**src/rtl/bmu_pkg.sv**
```systemverilog
package bmu_pkg;

   localparam int SIZE_W = 2;

   typedef enum logic [1:0] {
      BMU_CNT  = 2'd0,
      BMU_NOT  = 2'd1,
      BMU_RBIT = 2'd2,
      BMU_UND  = 2'd3
   } bmu_op_e;

endpackage

```
**src/rtl/bmu_decode.sv**
```systemverilog
module bmu_decode
   import bmu_pkg::*;
#(
   parameter int                 OPC_W     = 5,
   parameter logic [OPC_W-1:0]   GROUP_OPC = 'h5
) (
   input  logic [OPC_W-1:0]  opcode_i,
   input  logic              u_i,
   input  logic [SIZE_W-1:0] size_i,
   output bmu_op_e           op_o
);

   always_comb begin
      op_o = BMU_UND;
      if (opcode_i == GROUP_OPC) begin
         case ({u_i, size_i})
            3'b000:  op_o = BMU_CNT;
            3'b100:  op_o = BMU_NOT;
            3'b101:  op_o = BMU_RBIT;
            default: op_o = BMU_UND;
         endcase
      end
   end

endmodule

```
**src/rtl/bmu_lane.sv**
```systemverilog
module bmu_lane #(
   parameter int LANE_W   = 8,
   parameter bit MASK_REV = 1'b1
) (
   input  logic [LANE_W-1:0] lane_i,
   output logic [LANE_W-1:0] cnt_o,
   output logic [LANE_W-1:0] rev_o
);

   localparam int CNT_W = $clog2(LANE_W + 1);

   if (CNT_W > LANE_W) begin : g_bad_cnt
      $error("bmu_lane: count does not fit in a lane");
   end

   logic [CNT_W-1:0] ones;

   always_comb begin
      ones = '0;
      for (int b = 0; b < LANE_W; b++) begin
         ones = ones + CNT_W'(lane_i[b]);
      end
   end

   assign cnt_o = LANE_W'(ones);

   if (MASK_REV && (LANE_W == 8)) begin : g_mask_rev
      logic [7:0] swapped;
      assign swapped = {lane_i[3:0], lane_i[7:4]};
      assign rev_o   = ((swapped & 8'h88) >> 3) |
                       ((swapped & 8'h44) >> 1) |
                       ((swapped & 8'h22) << 1) |
                       ((swapped & 8'h11) << 3);
   end else begin : g_wire_rev
      for (genvar b = 0; b < LANE_W; b++) begin : g_bit
         assign rev_o[b] = lane_i[LANE_W-1-b];
      end
   end

endmodule

```
**src/rtl/bmu_datapath.sv**
```systemverilog
module bmu_datapath
   import bmu_pkg::*;
#(
   parameter int VEC_W    = 128,
   parameter int LANE_W   = 8,
   parameter bit MASK_REV = 1'b1
) (
   input  bmu_op_e          op_i,
   input  logic             q_i,
   input  logic [VEC_W-1:0] src_i,
   output logic [VEC_W-1:0] res_o
);

   localparam int NLANE = VEC_W / LANE_W;
   localparam int HALF  = VEC_W / 2;

   if ((VEC_W % 2) != 0 || (HALF % LANE_W) != 0) begin : g_bad_geom
      $error("bmu_datapath: half vector must hold whole lanes");
   end

   logic [VEC_W-1:0] cnt_v;
   logic [VEC_W-1:0] rev_v;
   logic [VEC_W-1:0] raw;

   for (genvar l = 0; l < NLANE; l++) begin : g_lane
      bmu_lane #(
         .LANE_W   (LANE_W),
         .MASK_REV (MASK_REV)
      ) lane_i (
         .lane_i (src_i[l*LANE_W +: LANE_W]),
         .cnt_o  (cnt_v[l*LANE_W +: LANE_W]),
         .rev_o  (rev_v[l*LANE_W +: LANE_W])
      );
   end

   always_comb begin
      case (op_i)
         BMU_CNT:  raw = cnt_v;
         BMU_NOT:  raw = ~src_i;
         BMU_RBIT: raw = rev_v;
         default:  raw = '0;
      endcase
   end

   assign res_o = q_i ? raw : {{(VEC_W-HALF){1'b0}}, raw[HALF-1:0]};

endmodule

```
**src/rtl/simd_bytemisc_unit.sv**
```systemverilog
module simd_bytemisc_unit
   import bmu_pkg::*;
#(
   parameter int               VEC_W     = 128,
   parameter int               LANE_W    = 8,
   parameter int               OPC_W     = 5,
   parameter logic [OPC_W-1:0] GROUP_OPC = 'h5,
   parameter bit               MASK_REV  = 1'b1
) (
   input  logic              clk,
   input  logic              rst_n,
   input  logic              in_valid,
   input  logic              in_q,
   input  logic              in_u,
   input  logic [SIZE_W-1:0] in_size,
   input  logic [OPC_W-1:0]  in_opcode,
   input  logic [VEC_W-1:0]  in_src,
   output logic              out_valid,
   output logic              out_undef,
   output logic [VEC_W-1:0]  out_result
);

   if ((VEC_W % LANE_W) != 0 || LANE_W < 2) begin : g_bad_lane
      $error("simd_bytemisc_unit: vector must split into lanes of 2+ bits");
   end

   bmu_op_e          op;
   logic [VEC_W-1:0] res;
   logic             take;

   bmu_decode #(
      .OPC_W     (OPC_W),
      .GROUP_OPC (GROUP_OPC)
   ) dec_i (
      .opcode_i (in_opcode),
      .u_i      (in_u),
      .size_i   (in_size),
      .op_o     (op)
   );

   bmu_datapath #(
      .VEC_W    (VEC_W),
      .LANE_W   (LANE_W),
      .MASK_REV (MASK_REV)
   ) dp_i (
      .op_i  (op),
      .q_i   (in_q),
      .src_i (in_src),
      .res_o (res)
   );

   assign take = in_valid && (op != BMU_UND);

   always_ff @(posedge clk or negedge rst_n) begin
      if (!rst_n) begin
         out_valid  <= 1'b0;
         out_undef  <= 1'b0;
         out_result <= '0;
      end else begin
         out_valid <= take;
         out_undef <= in_valid && (op == BMU_UND);
         if (take) begin
            out_result <= res;
         end
      end
   end

endmodule

```
**config.mk**
```make
export PLATFORM = sky130hd
export DESIGN_NAME = simd_bytemisc_unit
export DESIGN_NICKNAME = d
export VERILOG_FILES = /design/src/rtl/bmu_pkg.sv /design/src/rtl/bmu_decode.sv /design/src/rtl/bmu_lane.sv /design/src/rtl/bmu_datapath.sv /design/src/rtl/simd_bytemisc_unit.sv
export SDC_FILE = /design/constraint.sdc
export NUM_CORES = 1
export LEC_CHECK = 0
export ABC_AREA = 1
export ABC_CLOCK_PERIOD_IN_PS = 1800
export BUFFER_PORTS_ARGS = -buffer_cell sky130_fd_sc_hd__buf_2
export CAP_MARGIN = 25
export CORE_MARGIN = 2
export CORE_UTILIZATION = 59
export CTS_BUF_LIST = sky130_fd_sc_hd__clkbuf_16
export DETAILED_ROUTE_END_ITERATION = 10
export PLACE_DENSITY = 0.92
export SKIP_CTS_REPAIR_TIMING = 1
export SYNTH_ARGS = -nofsm -noshare
export SYNTH_HDL_FRONTEND = slang
export SYNTH_SLANG_ARGS = --single-unit
```
**constraint.sdc**
```tcl
create_clock -name clk -period 1.8 [get_ports clk]
set_clock_uncertainty 0.1 [all_clocks]
set_input_delay 0.09 -clock clk [delete_from_list [all_inputs] [get_ports clk]]
set_output_delay 0.09 -clock clk [all_outputs]
set_load 0.03 [all_outputs]
```
Word-level counts from Yosys, hierarchy flattened
Index checks and enable logic that the tools add are counted.
{"block": "op_classes", "add_sub_neg": 112, "eq_ne": 7, "muxes": 4, "bitwise": 49, "reduce_logical": 4}
{"operator": "$pmux 128 s3", "n": 1}
{"operator": "$add 4x1->4", "n": 64}
{"operator": "$mux 128", "n": 1}
{"operator": "$not 128->128", "n": 1}
{"operator": "$or 8x7->8", "n": 16}
{"operator": "$or 8x8->8", "n": 16}
{"operator": "$or 5x6->6", "n": 16}
{"operator": "$add 3x1->4", "n": 16}
{"operator": "$add 2x1->3", "n": 16}
{"operator": "$add 1x1->2", "n": 16}
{"operator": "$eq 3x3->1 const B", "n": 2}
{"operator": "$pmux 2 s3", "n": 1}
{"operator": "$eq 5x3->1 const B", "n": 1}
{"operator": "$eq 2x2->1 const B", "n": 2}
{"operator": "$logic_not 3->1", "n": 1}
{"operator": "$eq 2x1->1 const B", "n": 1}
{"operator": "$logic_and 1x1->1", "n": 2}
{"operator": "$logic_not 2->1", "n": 1}
{"operator": "$mux 2", "n": 1}
{"operator": "$ne 2x2->1 const B", "n": 1}
{"block": "totals", "register_bits": 130, "input_bits": 140}

Logic depth before layout (Yosys ltp)
{"block": "logic_depth", "depth_word": 9, "depth_mapped": 14, "depth_no_buf": 14}

Hierarchy
From an unflattened synthesis, not the netlist that was laid out.
{"block": "hier_totals", "cells_unflattened": 1873, "area_unflattened_um2": 12987.5}
{"module": "simd_bytemisc_unit", "n_inst": 1, "cells_each": 561, "area_per_inst_um2": 5082.4}
{"module": "bmu_lane", "n_inst": 16, "cells_each": 41, "area_per_inst_um2": 291.5}
{"module": "bmu_datapath", "n_inst": 1, "cells_each": 642, "area_per_inst_um2": 3185.6}
{"module": "bmu_decode", "n_inst": 1, "cells_each": 14, "area_per_inst_um2": 55.1}

Worst setup path before layout
No wires, ideal clock.
{"block": "synth_path", "path_kind": "in2reg", "startpoint": "in in_src[96]", "endpoint": "reg out_result[98]", "arrival_ps": 2572, "slack_ps": -989, "path_stages": 12, "n_path_buf": 0, "cell_sequence": "inv_1 -> fa_1 -> fa_1 -> fa_1 -> inv_1 -> ha_1 -> fa_1 -> xor2_1 -> nand4_1 -> nand3_1 -> nand2_1 -> nand2_1"}
{"block": "synth_between", "elab_chain_len": 9}
{"item": "from (decl)", "line": "simd_bytemisc_unit.sv:17", "rtl": "input logic [VEC_W-1:0] in_src,"}
{"item": "$add 1x1->2", "line": "bmu_lane.sv:21", "rtl": "ones = ones + CNT_W'(lane_i[b]);"}
{"item": "$add 2x1->3", "line": "bmu_lane.sv:21"}
{"item": "$add 3x1->4", "line": "bmu_lane.sv:21"}
{"item": "$add 4x1->4 (4 in series)", "line": "bmu_lane.sv:21"}
{"item": "$pmux 128 s3", "line": "bmu_datapath.sv:37", "rtl": "case (op_i)"}
{"item": "$mux 128", "line": "bmu_datapath.sv:45", "rtl": "assign res_o = q_i ? raw : {{(VEC_W-HALF){1'b0}}, raw[HALF-1:0]};"}
{"item": "to (signal assigned)", "line": "simd_bytemisc_unit.sv:63", "rtl": "out_result <= res;"}
{"item": "to (decl)", "line": "simd_bytemisc_unit.sv:20", "rtl": "output logic [VEC_W-1:0] out_result"}
No other way between the ends.
A chain may end at the register's enable or synchronous reset.

Worst setup path in the final report
{"block": "layout_path", "startpoint": "in in_src[33]", "endpoint": "reg out_result[33]"}
{"block": "layout_between", "elab_chain_len": 9}
{"item": "$add 1x1->2", "line": "bmu_lane.sv:21"}
{"item": "$add 2x1->3", "line": "bmu_lane.sv:21"}
{"item": "$add 3x1->4", "line": "bmu_lane.sv:21"}
{"item": "$add 4x1->4 (4 in series)", "line": "bmu_lane.sv:21"}
{"item": "$pmux 128 s3 (*)", "line": "bmu_datapath.sv:37"}
{"item": "$mux 128 (*)", "line": "bmu_datapath.sv:45"}
Every way passes the cells marked *; elsewhere a longest branch is shown, timed or not.

==> results.toml <==
[floorplanning]
die_area_um2 = 18900
num_io_pins = 270
fp-row-count = 48
dieHeight_um = 138
die_x_um = 138
start_util_pct = 60.7
core_area_um2 = 17400

[critical_path]
worstPathArrival_ns = 2.95
worstSetupPathType = "input port to flop"
crit_fanout = 2
worstSetupEndpointType = "flop"
start_kind = "input port"
crit_chain = "buf_8, inv_4, fa_1, fa_1, fa_1, inv_2, ha_4, fa_2, nand4_1, nand3_1, nand2_1, nand2_1"
crit_path_frequent_cell = "fa_1"
cp.required_ns = 2.02
r2r_cells = 2
cp_slowest_cell = "fa_1"
slowest_delay_ns = 0.57

[clock_tree]
cts_buffers = 17
cts_tree = "built"
cts-root-buf = "clkbuf_16"
htreeDepth = 4
clkSinkCount = 130
clk_pin_slew_ns = 0.06
clk_path_buf_depth = 2
clk_latency_ns = 0.42

[sta]
setup_tns_ns = -37.67
worst_pin_slew_ns = 0.870
rsz0062_at_grt = "true"
maxSlewViolCount = 0
holdWs_ns = -0.0525
final-hold-violation-count = 4
fin_crit_ns = 2.73
slew_headroom_pct = 42.0
setup_violations = 64
finalCritPeriodShare_pct = 152
max_freq_ghz = 0.366
setup_slack_ns = -0.935

[route]
drc = 2
drtAntennaViolNets = 0
wl_per_cell_um = 20.6
drtIter0Drc = 1803
via_per_inst = 6.23
firstDrtPassIters = 11
vias = 13400
routed_wl_um = 44400

[global_route]
grt_pass1_wl_um = 55400
grt_usage_pct = 37.2
grt_antenna_before_repair = 4
grt_pass1_vias = 11700
grt-ovfl-total = 0
grt_start_max_net_pins = 74

[logic_synthesis]
yosys.area.top_type = "dfrtp_1"
yosysUniqueCellTypes = 17
synthTopCellsByArea = "dfrtp_1, nand2_1, fa_1, nand4_1, inv_1"
synthTopCellsByCount = "nand2_1, inv_1, nand4_1"
synth_edf_count = 0
ys.flop_type = "dfrtp_1"
postSynthAreaPerCell_um2 = 7.05
yosys_register_bits = 130
yosys_warnings = 0
netlist_area_um2 = 10500
synthCells = 1493
synth_fp_nets = 1745
ys_seq_area_share_pct = 30.9
synth.most_common_cell = "nand2_1"
ys_async_sr_fraction_pct = 100
synth_top_area_share_pct = 30.9

[outcome]
violations = "design-rule violations, negative hold slack, negative setup slack"
outcome = "complete, but fails checks"

[layout]
fin_util_pct = 87.9
finalNonFillerCells = 2157
regArea_um2 = 3250
fin_nets = 2171
areaGrowthSynthToFinish_pct = 44.8
n_fill_cell = 766
multiInputGateArea_um2 = 6440
final_layout_size_suffix_gt1_share_pct = 31.1

[placed_design]
dp.cells = 2040
place_congestion = 0.889
portBuffers = 269
dp_hpwl_um = 24300

[pwr]
power-per-cell-area_nw_per_um2 = 657
power.total_uw = 10000
p_seq_share_pct = 30.2
p_switching_uw = 3340
combPwrFrac_pct = 35.4
intPower_uw = 6680
vdd_drop_max_v = 0.000864
swShare_pct = 33.3
p_leak_uw = 0.00885
clock_power_share_pct = 34.4

[worst_hold_path]
hold_path.class = "input port to flop"
holdPathStages = 5

[flow_run]
timing.max_cap.violations = 0
-- power groups by stage --
stage	Sequential (µW)	Clock (µW)	Combinational [µW]
floorplan	3190	0	1670
global placement	3070	0	2710
detailed placement	3070	0	2930
CTS	3020	3430	2990
global route	3030	3560	3850
finish	3020	3450	3550
-- worst paths after layout --
kind	start	end	slack [ns]
min	in_src[50]	out_result[53]	-0.05
min in group asynchronous	rst_n	out_result[102]	0.04
max in group asynchronous	rst_n	out_result[51]	0.96
min reg2reg	out_result[51]	out_result[51]	0.37
max reg2reg	out_result[33]	out_result[33]	0.89
max	in_src[33]	out_result[33]	-0.93
-- sequential cells by signal, summed over array words and instances (netlist names) --
name	flops
out_undef	1
out_valid	1
out_result	128
-- per-layer routing --
layer	wire length, µm	share of wire, %	track usage (%)	vias to the layer above
met3	5650	13	8.57	421
met1	14400	32	43.9	6137
met5	16	0.036	0	-
met2	20500	46	62.7	1289
li1	-	-	-	5587
met4	3850	8.7	20.7	2
-- worst max-delay path: cells and delay by family --
family | cells | cell delay (ns)
adder cells (fa/ha/maj) | 5 | 2.20
AND/OR/NAND/NOR | 4 | 0.50
buffers and inverters | 3 | 0.16
-- stage by stage --
| stage | instance area, µm² | setup slack, ns |
|---|---|---|
| after floorplan | 10900 | -0.913 |
| after global placement | 13500 | -1.16 |
| after detailed placement | 13500 | -1.26 |
| after CTS | 14000 | -0.898 |
| after global routing | 15300 | -1.02 |
| final | 15300 | -0.935 |
-- final cells by class --
cell class	instances	area share, %
timing repair buffer	508	24.9
inverter	210	6.09
multi-input combinational	1052	42.2
antenna	2	0.0328
clock inverter	13	0.845
clock buffer	17	2.79
sequential	130	21.3
tap	225	1.85
-- layout by cell type (no fill, tap or decap) --
cell type      synthesis  final
nand3_1               82     69
clkinv_1               0      6
inv_2                  2     56
buf_12                 0     12
nand2_2                0      2
buf_6                  1     28
buf_4                  4    143
ha_1                  48     31
inv_4                  0      8
buf_2                 26    235
nor2_1                50     45
nand3_2                0     11
fa_1                  64     43
dlygate4sd3_1          0     73
nand4_1              192    192
ha_4                   0     17
bufinv_16              0      3
dfrtp_1              130    130
buf_8                  0     17
nand2_1              603    600
inv_8                  0     16
xor2_1                 8      8
clkinv_2               0      1
fa_2                   0     21
nor2_4                 2      5
clkbuf_16              0     17
nor2_2                 3      5
diode_2                0      2
nand2_4                0      1
nand3_4                0      2
inv_1                208    133
-- kinds of logic (layout without fill, tap and decap cells) --
| group | count (synthesis) | after routing | share of synthesized area (%) |
|---|---|---|---|
| buffers and inverters | 311 | 748 | 11.6 |
| other | 0 | 2 | 0 |
| DFF | 130 | 130 | 30.9 |
| xor gates and xnor gates | 8 | 8 | 0.665 |
| and+or+nand+nor | 932 | 932 | 39.0 |
| adders and majority gates | 112 | 112 | 17.9 |
(Power assumes the default switching activity.)
